$ cat config.mk
export PLATFORM = sky130hd
export DESIGN_NAME = byte_lane_adapter
export DESIGN_NICKNAME = d
export VERILOG_FILES = /design/src/rtl/byte_lane_adapter.sv
export SDC_FILE = /design/constraint.sdc
export NUM_CORES = 2
export LEC_CHECK = 0
export BUFFER_PORTS_ARGS = -buffer_cell sky130_fd_sc_hd__buf_2
export CORE_MARGIN = 1.5
export CORE_UTILIZATION = 55
export DETAILED_ROUTE_END_ITERATION = 8
export PLACE_DENSITY = 0.72
export SLEW_MARGIN = 20
export SYNTH_ARGS = -nofsm -noshare
export SYNTH_HDL_FRONTEND = slang
export SYNTH_SLANG_ARGS = --single-unit
$ cat constraint.sdc
create_clock -name clk -period 3.8 [get_ports clk]
set_input_delay 0.19 -clock clk [delete_from_list [all_inputs] [get_ports clk]]
set_output_delay 0.19 -clock clk [all_outputs]
set_load 0.02 [all_outputs]
$ cat src/rtl/byte_lane_adapter.sv
module byte_lane_adapter #(
  parameter int AW        = 16,
  parameter int RA_BASE   = 'h0000,
  parameter int RA_SIZE   = 64,
  parameter int RB_BASE   = 'h0100,
  parameter int RB_SIZE   = 32,
  parameter int ROM_SIZE  = 64,
  parameter int ROM_BASE0 = 'h1000,
  parameter int ROM_BASE1 = 'h2000,
  parameter int ROM_BASE2 = 'h3000
) (
  input  logic          clk,
  input  logic          rst_n,
  input  logic          req_valid,
  input  logic          req_write,
  input  logic [1:0]    req_size,
  input  logic [AW-1:0] req_addr,
  input  logic [31:0]   req_wdata,
  output logic          req_ready,
  output logic          rsp_done,
  output logic [31:0]   rsp_rdata,
  output logic          rsp_misaligned,
  output logic          rsp_error
);

  localparam int AIW = (RA_SIZE  > 1) ? $clog2(RA_SIZE)  : 1;
  localparam int BIW = (RB_SIZE  > 1) ? $clog2(RB_SIZE)  : 1;
  localparam int RIW = (ROM_SIZE > 1) ? $clog2(ROM_SIZE) : 1;

  localparam logic [AW:0] A_LO  = (AW+1)'(RA_BASE);
  localparam logic [AW:0] A_HI  = (AW+1)'(RA_BASE + RA_SIZE);
  localparam logic [AW:0] B_LO  = (AW+1)'(RB_BASE);
  localparam logic [AW:0] B_HI  = (AW+1)'(RB_BASE + RB_SIZE);
  localparam logic [AW:0] R0_LO = (AW+1)'(ROM_BASE0);
  localparam logic [AW:0] R0_HI = (AW+1)'(ROM_BASE0 + ROM_SIZE);
  localparam logic [AW:0] R1_LO = (AW+1)'(ROM_BASE1);
  localparam logic [AW:0] R1_HI = (AW+1)'(ROM_BASE1 + ROM_SIZE);
  localparam logic [AW:0] R2_LO = (AW+1)'(ROM_BASE2);
  localparam logic [AW:0] R2_HI = (AW+1)'(ROM_BASE2 + ROM_SIZE);

  logic [7:0] ram_a   [RA_SIZE];
  logic [7:0] ram_b   [RB_SIZE];
  logic [7:0] rom_mem [ROM_SIZE];

  logic          busy;
  logic [1:0]    idx, last_idx;
  logic [AW-1:0] addr_q;
  logic          wr_q;
  logic [1:0]    size_q;
  logic [31:0]   wdata_q;
  logic [31:0]   acc;
  logic          err_acc;
  logic          mis_q;
  logic          done_q;

  logic          accept;
  logic [AW-1:0] cur;
  logic [AW:0]   cur_x;
  logic          hit_a, hit_b, hit_r0, hit_r1, hit_r2, hit_rom, unmapped;
  logic [AIW-1:0] off_a;
  logic [BIW-1:0] off_b;
  logic [RIW-1:0] off_r;
  logic [7:0]    rbyte, wbyte;
  logic          mis_in;
  logic [1:0]    last_in;

  assign req_ready      = !busy;
  assign accept         = req_valid && !busy;
  assign rsp_done       = done_q;
  assign rsp_rdata      = acc;
  assign rsp_misaligned = mis_q;
  assign rsp_error      = err_acc;

  assign cur   = addr_q + AW'(idx);
  assign cur_x = {1'b0, cur};

  assign hit_a  = (cur_x >= A_LO)  && (cur_x < A_HI);
  assign hit_b  = (cur_x >= B_LO)  && (cur_x < B_HI);
  assign hit_r0 = (cur_x >= R0_LO) && (cur_x < R0_HI);
  assign hit_r1 = (cur_x >= R1_LO) && (cur_x < R1_HI);
  assign hit_r2 = (cur_x >= R2_LO) && (cur_x < R2_HI);
  assign hit_rom  = hit_r0 || hit_r1 || hit_r2;
  assign unmapped = !(hit_a || hit_b || hit_rom);

  assign off_a = AIW'(cur - AW'(RA_BASE));
  assign off_b = BIW'(cur - AW'(RB_BASE));

  always_comb begin
    if (hit_r0)      off_r = RIW'(cur - AW'(ROM_BASE0));
    else if (hit_r1) off_r = RIW'(cur - AW'(ROM_BASE1));
    else             off_r = RIW'(cur - AW'(ROM_BASE2));
  end

  always_comb begin
    if (hit_a)        rbyte = ram_a[off_a];
    else if (hit_b)   rbyte = ram_b[off_b];
    else if (hit_rom) rbyte = rom_mem[off_r];
    else              rbyte = 8'hFF;
  end

  assign wbyte = wdata_q[{idx, 3'b000} +: 8];

  always_comb begin
    case (req_size)
      2'b00:   begin last_in = 2'd0; mis_in = 1'b0; end
      2'b01:   begin last_in = 2'd1; mis_in = req_addr[0]; end
      default: begin last_in = 2'd3; mis_in = |req_addr[1:0]; end
    endcase
  end

  always_ff @(posedge clk or negedge rst_n) begin
    if (!rst_n) begin
      busy     <= 1'b0;
      idx      <= '0;
      last_idx <= '0;
      addr_q   <= '0;
      wr_q     <= 1'b0;
      size_q   <= '0;
      wdata_q  <= '0;
      acc      <= '0;
      err_acc  <= 1'b0;
      mis_q    <= 1'b0;
      done_q   <= 1'b0;
    end else begin
      done_q <= 1'b0;
      if (accept) begin
        busy     <= 1'b1;
        idx      <= '0;
        last_idx <= last_in;
        addr_q   <= req_addr;
        wr_q     <= req_write;
        size_q   <= req_size;
        wdata_q  <= req_wdata;
        acc      <= '0;
        err_acc  <= 1'b0;
        mis_q    <= mis_in;
      end else if (busy) begin
        if (!wr_q) acc[{idx, 3'b000} +: 8] <= rbyte;
        if (unmapped) err_acc <= 1'b1;
        if (idx == last_idx) begin
          busy   <= 1'b0;
          done_q <= 1'b1;
        end else begin
          idx <= idx + 2'd1;
        end
      end
    end
  end

  always_ff @(posedge clk) begin
    if (busy && wr_q) begin
      if (hit_a)        ram_a[off_a]   <= wbyte;
      else if (hit_b)   ram_b[off_b]   <= wbyte;
      else if (hit_rom) rom_mem[off_r] <= wbyte;
    end
  end


  done_single_pulse_chk: assert property (@(posedge clk) disable iff (!rst_n)
    rsp_done |=> !rsp_done);


  done_after_access_chk: assert property (@(posedge clk) disable iff (!rst_n)
    rsp_done |-> $past(busy));


  no_early_done_chk: assert property (@(posedge clk) disable iff (!rst_n)
    (req_valid && req_ready) |=> (!rsp_done && !req_ready));


  byte_upper_zero_chk: assert property (@(posedge clk) disable iff (!rst_n)
    (rsp_done && size_q == 2'b00) |-> (rsp_rdata[31:8] == 24'h0));


  half_upper_zero_chk: assert property (@(posedge clk) disable iff (!rst_n)
    (rsp_done && size_q == 2'b01) |-> (rsp_rdata[31:16] == 16'h0));


  byte_never_misaligned_chk: assert property (@(posedge clk) disable iff (!rst_n)
    (rsp_done && size_q == 2'b00) |-> !rsp_misaligned);


  unmapped_lane_ff_chk: assert property (@(posedge clk) disable iff (!rst_n)
    (busy && !wr_q && unmapped) |=> (rsp_error && acc[{$past(idx), 3'b000} +: 8] == 8'hFF));


  region_onehot_chk: assert property (@(posedge clk) disable iff (!rst_n)
    busy |-> $onehot0({hit_a, hit_b, hit_r0, hit_r1, hit_r2}));

endmodule

==> flow_summary_export.csv <==
group,metric,value,unit
outcome,status,"finished with violations",
outcome,violations,"setup timing",
min_path,hold_start,"req_addr[4]",
floorplan,initial_core_util,55.4,%
global_route,grt_max_degree,89,
clock_network,cts_tree,"yes",
clock_network,cts_root_buffer,"clkbuf_16",
floorplan,die_w,318,um
synth,yosysSeqAreaShare,74.7,%
min_path,min_path_cells,3,
global_route,grt_pass1_wl,217,mm
detailed_routing,route.detailed.drc,0,
layout,drive_gt1_share,37.2,%
sta,tightest_slew,1120,ps
global_route,grt_overflow,0,
sta,finalClockSkew,31.7,ps
sta,fin_crit_sh,102,%
placement,place_congestion,0.913,
detailed_routing,vias_per_cell,6.48,
clock_network,clock_latency,760,ps
detailed_routing,drt_wl_total,149,mm
layout,syn2layout_area_growth,22.4,%
critical_path,endpoint_kind,"register",
critical_path,arrival,4490,ps
placement,dp_hpwl,95.3,mm
synth,avgSynthCellArea,19.1,sq um
critical_path,critPathKind,"register to register",
floorplan,core_region_area,0.0983,sq mm
global_route,grt_use_total,29.7,%
sta,hold_viol_final,0,
critical_path,cp.required,4430,ps
critical_path,rr_startpoint,"idx[0]",
min_path,hold_end,"addr_q[4]",
synth,async_flop_share,6.50,%
clock_network,htreeDepth,4,
synth,synthCells,2854,
detailed_routing,vias,31200,
run,max-cap-violations,0,
layout,final_cell_area,0.0666,sq mm
clock_network,clk_pin_slew,60,ps
critical_path,cp-start-kind,"register",
synth,ys_types,75,
global_route,antenna_found_initial,2,
clock_network,clkSinkCount,1369,
clock_network,clockBufferDepth,3,
placement,placed_cell_area,0.0606,sq mm
synth,synth_seq_cells,1369,
synth,synth_nets,2915,
sta,final_max_slew_viol_count,0,
sta,fin_ws,-59.2,ps
global_route,grt_pass1_vias,31300,
detailed_routing,antenna_left,0,
synth,synthFlopType,"edfxtp_1",
synth,synth-edff-count,1280,
critical_path,r2r_end,"rsp_rdata[0]",
critical_path,rr_worst_depth,15,
synth,yosysWarnings,0,
sta,slew_headroom,25.3,%
sta,period_minus_slack,3860,ps
min_path,hp-class,"primary input to register",
clock_network,cts_buffers,137,
floorplan,io_pins,90,
floorplan,core.rowCount,115,
floorplan,dieArea,0.101,sq mm
layout,nNetsFinal,3473,
floorplan,die_h,318,um
layout,layout.filler_cells,6072,
detailed_routing,drt_pre_antenna_iters,5,
critical_path,r2r_slack,-60,ps
critical_path,path_max_fanout,7,
sta,max_freq,259,MHz
sta,setup_violations,9,
detailed_routing,drt_iter0_drc,4687,
placement,portBuffers,89,
detailed_routing,wl_per_cell,30.9,um
sta,rsz0062_at_grt,"yes",
synth,syn_area,0.0544,sq mm
## critical path, cell delays in order, from the launching register on
cell      delay, ps
dfrtp_1         390
ha_4            150
inv_2            40
fa_4            470
buf_12          160
xnor2_4         170
buf_12          160
buf_16          150
buf_8           120
mux4_2          480
mux2_4          300
o211ai_1        350
a21oi_2         210
o31ai_2         280
buf_4           190
o31ai_1          80
## worst max-delay path by stage
stage                                end  cells after the start   start  slack, ps
after global placement     rsp_rdata[25]                     12  idx[0]       -320
after floorplan           rom_mem[13][0]                     13  idx[1]        -70
after CTS                   ram_b[11][7]                     11  idx[0]        -30
after global routing       rsp_rdata[24]                     15  idx[0]       -110
after detailed placement    rsp_rdata[9]                     14  idx[0]       -320
final                       rsp_rdata[0]                     15  idx[0]        -60
## registers in the layout, indices dropped and copies added, names as in the netlist, 2 cells and up
| name | flops |
|---|---|
| idx | 2 |
| last_idx | 2 |
| rsp_rdata | 32 |
| ram_a | 512 |
| addr_q | 16 |
| ram_b | 256 |
| wdata_q | 32 |
| rom_mem | 512 |
## metal layers
| metal | wire length, um | GRT usage (%) |
|---|---|---|
| met5 | 0 | 0 |
| met4 | 5520 | 11.0 |
| met3 | 15800 | 5.57 |
| met2 | 71600 | 46.6 |
| met1 | 55800 | 42.2 |
## kinds of logic after synthesis
kind of cell	Yosys count	synth area share (%)
compound gates	195	2.65
simple gates	625	5.08
mux	463	15.5
fa+ha+maj	7	0.175
xor+xnor	11	0.239
flops	1369	74.7
buf+inv	184	1.60
## layout make-up
cell class	count	area, sq um	area share, %
sequential	1369	40700	61.1
clock buffer	167	3590	5.40
timing repair buffer	594	5860	8.81
multi-input combinational	1301	14000	21.0
inverter	9	35.0	0.0526
tap	1287	1610	2.42
antenna	1	2.50	0.00376
clock inverter	82	837	1.26
## cell usage after synthesis, types with 15 or more instances
cell	instances	share of area [%]
buf_2	61	0.56
nand4_1	36	0.41
mux2_2	65	1.3
nor3_1	26	0.24
a31oi_1	26	0.30
mux4_2	298	12
dfrtp_1	89	4.1
mux2i_1	100	1.8
buf_1	24	0.17
edfxtp_1	1280	71
o31ai_1	26	0.36
nand2_1	271	1.9
nand3_1	56	0.52
o21ai_0	15	0.14
nor2_1	181	1.2
a21oi_1	34	0.31
clkbuf_1	72	0.50
## placed cells by master (no fill, tap or decap), types with 11 or more instances in the layout
cell type and count:
edfxtp_1 1280, buf_4 328, mux4_2 290, nand2_1 263, clkbuf_16 142, buf_12 103, mux2i_1 90, dfrtp_1 89
buf_2 88, nor2_2 84, nor2_1 74, mux2_2 60, nand3_1 54, dlygate4sd3_1 54, nand4_1 36, a21oi_1 29
clkbuf_1 27, a31oi_1 25, nor2_4 24, clkinv_1 24, clkinv_2 17, o31ai_1 14, clkinvlp_4 13, or3_1 11
nor3_1 11, nor3_4 11, o21ai_0 11, bufinv_16 11
## stage by stage
step                      cells  hold WS, ps  utilization (%)  setup WS (ps)  setup TNS (ps)
after floorplan            2854         -106                -          -68.7          -33300
after global placement     4467          177             61.6           -321           -4790
after detailed placement   4467          195             61.6           -316           -6460
after CTS                  4784          164             67.0          -29.6            -344
after global routing       4810          205             67.8           -105           -7630
final                      4810          206             67.8          -59.2            -370
## timing repair
action,4_1_cts,5_1_grt
buffers inserted,13,28
resized for setup,39,78
endpoints found under the hold margin,95,0
hold buffers,55,0
gates cloned,0,3
setup endpoints to repair,260,1010
pin swaps,11,21
Power is left out: the tool's default activity adds up to more than one toggle a clock period on the data nets, which glitch-free logic cannot reach.
